**src/rtl/btc_pkg.sv**
```systemverilog
package btc_pkg;
  typedef enum logic [1:0] {
    ST_IDLE,
    ST_LOOK,
    ST_FILL,
    ST_FIN
  } btc_state_t;
endpackage

```
**src/rtl/btc_bank.sv**
```systemverilog
module btc_bank #(
  parameter int WORD_W = 32,
  parameter int DEPTH  = 16,
  localparam int IDX_W = $clog2(DEPTH)
) (
  input  logic              clk,
  input  logic              rd_en,
  input  logic [IDX_W-1:0]  rd_idx,
  output logic [WORD_W-1:0] rd_data,
  input  logic              wr_en,
  input  logic [IDX_W-1:0]  wr_idx,
  input  logic [WORD_W-1:0] wr_data
);
  logic [WORD_W-1:0] mem [DEPTH];

  always_ff @(posedge clk) begin
    if (wr_en) mem[wr_idx] <= wr_data;
    if (rd_en) rd_data <= mem[rd_idx];
  end
endmodule

```
**src/rtl/btc_tags.sv**
```systemverilog
module btc_tags #(
  parameter int LINES = 16,
  parameter int TAG_W = 24,
  localparam int IDX_W = $clog2(LINES)
) (
  input  logic             clk,
  input  logic             rst,
  input  logic [IDX_W-1:0] look_idx,
  input  logic [TAG_W-1:0] look_tag,
  output logic             hit,
  input  logic             wr_en,
  input  logic [IDX_W-1:0] wr_idx,
  input  logic [TAG_W-1:0] wr_tag
);
  logic [TAG_W-1:0] tag_mem [LINES];
  logic [LINES-1:0] valid_q;

  always_ff @(posedge clk) begin
    if (rst) valid_q <= '0;
    else if (wr_en) valid_q[wr_idx] <= 1'b1;
  end

  always_ff @(posedge clk) begin
    if (wr_en) tag_mem[wr_idx] <= wr_tag;
  end

  // selected tag feeds the single comparator
  assign hit = valid_q[look_idx] && (tag_mem[look_idx] == look_tag);
endmodule

```
**src/rtl/btc_xbar.sv**
```systemverilog
module btc_xbar #(
  parameter int WORD_W = 32,
  parameter int NBANK  = 4,
  localparam int SEL_W = $clog2(NBANK)
) (
  input  logic [NBANK*WORD_W-1:0] bank_data,
  input  logic [NBANK*SEL_W-1:0]  sel,
  output logic [NBANK*WORD_W-1:0] lane_data
);
  for (genvar l = 0; l < NBANK; l++) begin : g_lane
    logic [SEL_W-1:0] s;
    assign s = sel[l*SEL_W +: SEL_W];
    assign lane_data[l*WORD_W +: WORD_W] = bank_data[s*WORD_W +: WORD_W];
  end
endmodule

```
**src/rtl/banked_texel_cache.sv**
```systemverilog
module banked_texel_cache
  import btc_pkg::*;
#(
  parameter int ADDR_W = 32,
  parameter int WORD_W = 32,
  parameter int NBANK  = 4,
  parameter int LINES  = 16
) (
  input  logic                    clk,
  input  logic                    rst,
  input  logic                    req_valid,
  input  logic [NBANK*ADDR_W-1:0] req_addr,
  output logic                    busy,
  output logic                    rsp_valid,
  output logic [NBANK*WORD_W-1:0] rsp_texels,
  output logic                    rsp_hit,
  output logic [NBANK-1:0]        bank_en,
  output logic                    fill_req,
  output logic [ADDR_W-1:0]       fill_addr,
  input  logic                    fill_valid,
  input  logic [NBANK*WORD_W-1:0] fill_data
);
  localparam int BYTE_W = $clog2(WORD_W / 8);
  localparam int BSEL_W = $clog2(NBANK);
  localparam int OFF_W  = BYTE_W + BSEL_W;
  localparam int IDX_W  = $clog2(LINES);
  localparam int LINE_W = ADDR_W - OFF_W;
  localparam int TAG_W  = LINE_W - IDX_W;

  btc_state_t state_q;
  logic [ADDR_W-1:0] addr_q [NBANK];
  logic [WORD_W-1:0] acc_q  [NBANK];
  logic [NBANK-1:0]  pend_q, served_q, same, rd_en;
  logic              miss_q;
  logic [BSEL_W-1:0] lead;
  logic [LINE_W-1:0] lead_line;
  logic              lead_hit;
  logic              fill_we;
  logic [NBANK*WORD_W-1:0] bank_rdata, lane_word;
  logic [NBANK*BSEL_W-1:0] lane_sel;

  // lowest pending slot leads the lookup
  always_comb begin
    lead = '0;
    for (int i = NBANK - 1; i >= 0; i--)
      if (pend_q[i]) lead = BSEL_W'(i);
    lead_line = addr_q[lead][ADDR_W-1:OFF_W];
  end

  // every pending slot in the lead line is served together
  always_comb begin
    rd_en = '0;
    for (int i = 0; i < NBANK; i++) begin
      same[i] = pend_q[i] && (addr_q[i][ADDR_W-1:OFF_W] == lead_line);
      if (state_q == ST_LOOK && lead_hit && same[i])
        rd_en[addr_q[i][OFF_W-1:BYTE_W]] = 1'b1;
    end
  end

  for (genvar i = 0; i < NBANK; i++) begin : g_sel
    assign lane_sel[i*BSEL_W +: BSEL_W] = addr_q[i][OFF_W-1:BYTE_W];
  end

  assign fill_we = (state_q == ST_FILL) && fill_valid;

  btc_tags #(.LINES(LINES), .TAG_W(TAG_W)) u_tags (
    .clk      (clk),
    .rst      (rst),
    .look_idx (lead_line[IDX_W-1:0]),
    .look_tag (lead_line[LINE_W-1:IDX_W]),
    .hit      (lead_hit),
    .wr_en    (fill_we),
    .wr_idx   (fill_addr[OFF_W +: IDX_W]),
    .wr_tag   (fill_addr[ADDR_W-1:OFF_W+IDX_W])
  );

  for (genvar b = 0; b < NBANK; b++) begin : g_bank
    btc_bank #(.WORD_W(WORD_W), .DEPTH(LINES)) u_bank (
      .clk     (clk),
      .rd_en   (rd_en[b]),
      .rd_idx  (lead_line[IDX_W-1:0]),
      .rd_data (bank_rdata[b*WORD_W +: WORD_W]),
      .wr_en   (fill_we),
      .wr_idx  (fill_addr[OFF_W +: IDX_W]),
      .wr_data (fill_data[b*WORD_W +: WORD_W])
    );
  end

  btc_xbar #(.WORD_W(WORD_W), .NBANK(NBANK)) u_xbar (
    .bank_data (bank_rdata),
    .sel       (lane_sel),
    .lane_data (lane_word)
  );

  always_ff @(posedge clk) begin
    if (state_q == ST_IDLE && req_valid)
      for (int i = 0; i < NBANK; i++) addr_q[i] <= req_addr[i*ADDR_W +: ADDR_W];
    for (int i = 0; i < NBANK; i++)
      if (served_q[i]) acc_q[i] <= lane_word[i*WORD_W +: WORD_W];
  end

  always_ff @(posedge clk) begin
    if (rst) begin
      state_q    <= ST_IDLE;
      busy       <= 1'b0;
      rsp_valid  <= 1'b0;
      rsp_hit    <= 1'b0;
      rsp_texels <= '0;
      fill_req   <= 1'b0;
      fill_addr  <= '0;
      pend_q     <= '0;
      served_q   <= '0;
      miss_q     <= 1'b0;
      bank_en    <= '0;
    end else begin
      rsp_valid <= 1'b0;
      served_q  <= '0;
      bank_en   <= rd_en;
      case (state_q)
        ST_IDLE: if (req_valid) begin
          busy    <= 1'b1;
          pend_q  <= '1;
          miss_q  <= 1'b0;
          state_q <= ST_LOOK;
        end
        ST_LOOK: if (lead_hit) begin
          served_q <= same;
          pend_q   <= pend_q & ~same;
          if ((pend_q & ~same) == '0) state_q <= ST_FIN;
        end else begin
          miss_q    <= 1'b1;
          fill_req  <= 1'b1;
          fill_addr <= {lead_line, {OFF_W{1'b0}}};
          state_q   <= ST_FILL;
        end
        ST_FILL: if (fill_valid) begin
          fill_req <= 1'b0;
          state_q  <= ST_LOOK;
        end
        default: begin
          rsp_valid <= 1'b1;
          busy      <= 1'b0;
          rsp_hit   <= !miss_q;
          for (int i = 0; i < NBANK; i++)
            rsp_texels[i*WORD_W +: WORD_W] <= served_q[i] ?
              lane_word[i*WORD_W +: WORD_W] : acc_q[i];
          state_q <= ST_IDLE;
        end
      endcase
    end
  end
endmodule

```
**config.mk**
```make
export PLATFORM = sky130hd
export DESIGN_NAME = banked_texel_cache
export DESIGN_NICKNAME = d
export VERILOG_FILES = /design/src/rtl/btc_pkg.sv /design/src/rtl/btc_bank.sv /design/src/rtl/btc_tags.sv /design/src/rtl/btc_xbar.sv /design/src/rtl/banked_texel_cache.sv
export SDC_FILE = /design/constraint.sdc
export NUM_CORES = 2
export LEC_CHECK = 0
export ABC_CLOCK_PERIOD_IN_PS = 18400
export BUFFER_PORTS_ARGS = -buffer_cell sky130_fd_sc_hd__buf_2
export CORE_MARGIN = 2
export CORE_UTILIZATION = 45
export CTS_CLUSTER_DIAMETER = 100
export DETAILED_ROUTE_END_ITERATION = 12
export SLEW_MARGIN = 20
export SYNTH_ARGS = -nofsm -noshare
export SYNTH_HDL_FRONTEND = slang
export SYNTH_SLANG_ARGS = --single-unit
export TNS_END_PERCENT = 5
```
**constraint.sdc**
```tcl
create_clock -name clk -period 18.4 [get_ports clk]
set_input_delay 1.84 -clock clk [delete_from_list [all_inputs] [get_ports clk]]
set_output_delay 1.84 -clock clk [all_outputs]
set_load 0.01 [all_outputs]
```
==> results list <==
- No sink is reached through more buffers than the 4 on the longest clock path.
- At the worst endpoint, the arrival time is 8.90 ns.
* Final cycle utilization of the critical path: 45.2%
- Worst Path Max Fanout: 44
- Setup total negative slack: 0 ns
- Post-detailed-route count of antenna-violating nets: 0
* Area added between synthesis and finish: 13.9%
- Origin of the worst min-delay path: u_tags.valid_q[11]
* Most frequent cell on the critical path: sky130_fd_sc_hd__buf_4
- The die covers 267,000 um2.
- The share of synthesized area in the top cell type comes to 68.1%.
* RSZ-0062 raised after global routing: false
* Post-synthesis cell type with the largest combined area: sky130_fd_sc_hd__edfxtp_1
- The post-route netlist has 27.5% of its cells at a drive strength greater than 1.
* R2R Path Start: pend_q[0]
- The most common cell in the synthesized netlist is sky130_fd_sc_hd__edfxtp_1.
* Global-route wire length before repair: 477,000 um
- Largest cells by area after synthesis: sky130_fd_sc_hd__edfxtp_1 (68%), sky130_fd_sc_hd__mux4_2 (13%), sky130_fd_sc_hd__dfxtp_1 (5.4%), sky130_fd_sc_hd__nand2_1 (2.0%), sky130_fd_sc_hd__mux2i_1 (1.9%)
* Cts hold-fix bufs: 0
- In this run the critical register-to-register path is captured at g_bank[1].u_bank.rd_data[24].
- Routability-driven placement finished with a final weighted congestion of 0.908.
* Post-CTS sizing: 0
- Clock input transition at the sequential cells of the worst setup and hold paths: 0.06 ns
- Number of buffer and inverter instances along the worst setup path: 5
- Total iterations of the first detailed-routing run: 6
* Total Wirelength: 340,000 um
- In the final routed layout, each cell accounts on average for 32.4 um.
- Across all register-to-register paths, the minimum setup slack is approximately 10 ns.
- For this run, asynchronously set or reset flops after synthesis account for 0%.
- Across every metal layer, demand over resource in global routing totals 25.4%.
- Number of enable flip-flop cells after synthesis: around 2,700
- DR vias/cell: 6.04
- The count of final hold-check violations came to 0.
- Cell-by-cell listing of the critical path: nand3b_1 > nand2_1 > nor3_2 > buf_4 > buf_4 > buf_4 > buf_4 > buf_4 > mux4_2 > nand2_1 > and3_1 > a31oi_1
* Number of clock sinks seen by CTS: 2,999
- The flow ran to the end, and the final reports show no timing, DRC or antenna violations.
* Leak Pwr: 44.4 nW
- Final slew viol count: 0
- In this run the vertical extent of the chip is 516 um.
- Maximum frequency from static timing analysis: 120 MHz
* Ports placed on the boundary: roughly 430
* Slew Limit Headroom: 23.4%
- Number of post-CTS setup repair buffers: 0
- Filler Cells Inserted: 21,000
* Final non-filler cell area: 135,000 um2
- Among all flip-flop cells after synthesis, the most frequent one is sky130_fd_sc_hd__edfxtp_1.
- Dividing total power by cell area gives a power density of 156 nW/um2.
* Proportion of synthesized chip area in sequential cells: between 70% and 80%
* Number of DRC violations after detailed routing: 0
* Required time of the critical path: 18.98 ns
- On the final layout, the worst clock skew is 0.0780 ns.
* Class of the tightest hold or removal check: flip-flop to flip-flop
- The first routing iteration left 7,156 violations.
* Mapped cell area: 118,000 um2
- After detailed routing, the wire length on met1 is 137,000 um.
- Source of the critical timing path: pend_q[0]
- Setup violations remaining at the end of the flow were counted as 0.
- Counting cells, the worst reg-to-reg path comes to 12.
- The worst hold path was traced through 2 stages.
- The Yosys step of the flow raised 0 warnings.
* Pin count of the biggest net entering global routing: 135
* Crit-path leading delay family: buffers and inverters
- Wire segments on met3 add up to 25,800 um in the final route.
* Endpoint kind of the worst setup timing path: flip-flop
* Maximum level of the CTS H-tree: 5
* Worst ir drop on vdd: 0.191 mV
* Core footprint: roughly 260,000 um2
* Sum of overflow across all layers after global routing: 0
- Count of input and output buffers: 415
* Post-Synthesis Cells: 6,238
- Number of buffers created by CTS: 326
* Sink of the worst hold path: u_tags.valid_q[11]
- Summing all placed instances gives a cell area of 124,000 um2.
* Worst Max-Slew Pin Slew: 1.14 ns
- Dpl hpwl: a little under 200,000 um
- Crit Path Category: flip-flop to flip-flop
- A synthesized cell averages 18.9 um2.
- Commonest cells post-synth: sky130_fd_sc_hd__edfxtp_1 (2,680), sky130_fd_sc_hd__mux4_2 (703), sky130_fd_sc_hd__nand2_1 (639), sky130_fd_sc_hd__dfxtp_1 (319), sky130_fd_sc_hd__mux2i_1 (230)
* Final critical delay including setup and external delays: slightly above 8 ns
- TritonCTS built the clock tree.
- Die boundary width: approximately 520 um
- Once the floorplan was initialized, standard cells occupied 45.1% of the core.
- The synthesized design contains around 3,000 register bits.
* Distinct cells, synth: 97
* Met2 layer wire length in the routed design: about 160,000 um
- The initial antenna violation count was 78.
- Row Count: 188
- The final layout contains 7,001 nets.
- Top layer in use: met5
- On the worst path, the slowest cell contributes a delay of ~1.1 ns.
- Clock tree synthesis selected as its root buffer the cell sky130_fd_sc_hd__clkbuf_16.
* Vias after detailed routing: 63,500
- The via count of the first global-routing pass is between 60,000 and 70,000.
- CP Launch Type: flip-flop
- Clock latency at the later pin of the worst-skew pair: 0.95 ns
- Max-capacitance violation count: 0
- Slowest-stage cell, CP: sky130_fd_sc_hd__nor3_2
## worst max-delay path by stage
stage	slack, ns	to	cells past startpoint
detailed placement	9.92	g_bank[1].u_bank.rd_data[27]	12
global placement	9.99	g_bank[1].u_bank.rd_data[27]	12
floorplan	4.96	g_bank[0].u_bank.mem[0][0]	3
finish	10.09	g_bank[1].u_bank.rd_data[24]	12
CTS	9.92	g_bank[1].u_bank.rd_data[27]	12
global route	9.40	g_bank[1].u_bank.rd_data[24]	12
## tightest hold or removal path, delay by kind of cell (launching register included)
kind             cells  cell delay, ns
DFF                  1            0.33
and+or+nand+nor      2            0.12
## layout make-up
cell class	count	area (um2)	area share, %
flip-flops and latches	2999	86900	64.6
diodes	23	57.6	0.0428
well taps	3515	4400	3.27
repair buffers	545	3270	2.43
multi-input cells	2846	29700	22.0
clock buffers	424	8880	6.60
inverters	19	73.8	0.0549
clock inverters	144	1320	0.982
## where the power goes
| group | leakage [nW] | internal, mW | switching (mW) |
|---|---|---|---|
| clock network | 5.03 | 3.72 | 2.59 |
| logic | 12.5 | 2.64 | 4.00 |
| registers | 26.8 | 7.83 | 0.220 |
| total | 44.4 | 14.2 | 6.81 |
## sequential cells by signal, indices dropped and copies added (netlist names)
register / count
pend_q: 4
g_bank.u_bank.rd_data: 128
bank_en: 4
state_q: 2
rsp_hit: 1
rsp_valid: 1
served_q: 4
g_bank.u_bank.mem: 2048
u_tags.valid_q: 16
fill_addr: 28
acc_q: 128
addr_q: 120
fill_req: 1
u_tags.tag_mem: 384
busy: 1
rsp_texels: 128
miss_q: 1
## logic make-up (layout without fill, tap and decap cells)
family,Yosys count,in the layout,synth area share [%]
buf+inv,396,1132,1.51
compound gates,391,391,2.28
simple gates,1222,1222,4.77
flops,2999,2999,73.6
other cells,1,27,0.00318
mux,1084,1084,16.8
fa+ha+maj,4,4,0.0424
xor+xnor,141,141,1.05
## per-layer routing
metal,global-route usage (%),vias up
li1,-,26100
met1,34.7,34000
met2,40.7,2796
met3,4.51,636
met4,9.76,52
met5,0,-
## layout by cell type, fill, tap and decap left out, drive strengths merged, types with 112 or more instances in the layout
cell type and n:
edfxtp 2680, mux2i 230, mux2 151, clkbuf 424, nand2 641, mux4 703, and3 169, a31oi 136
clkinv 112, nor2 213, buf 545, dfxtp 319
## per-stage QoR
stage                     utilization (%)  instances  hold slack (ns)  setup slack (ns)  total power, mW
after floorplan                         -       6241            0.435              4.96             12.7
after global placement               47.5       9923            0.444              9.99             14.8
after detailed placement             47.5       9923            0.459              9.92             14.8
after CTS                            51.4      10500            0.472              9.92             21.1
after global routing                 51.4      10500            0.485              9.40             21.8
final                                51.4      10500            0.472             10.09             21.0
Note: power is estimated with default switching activity, not from simulation.
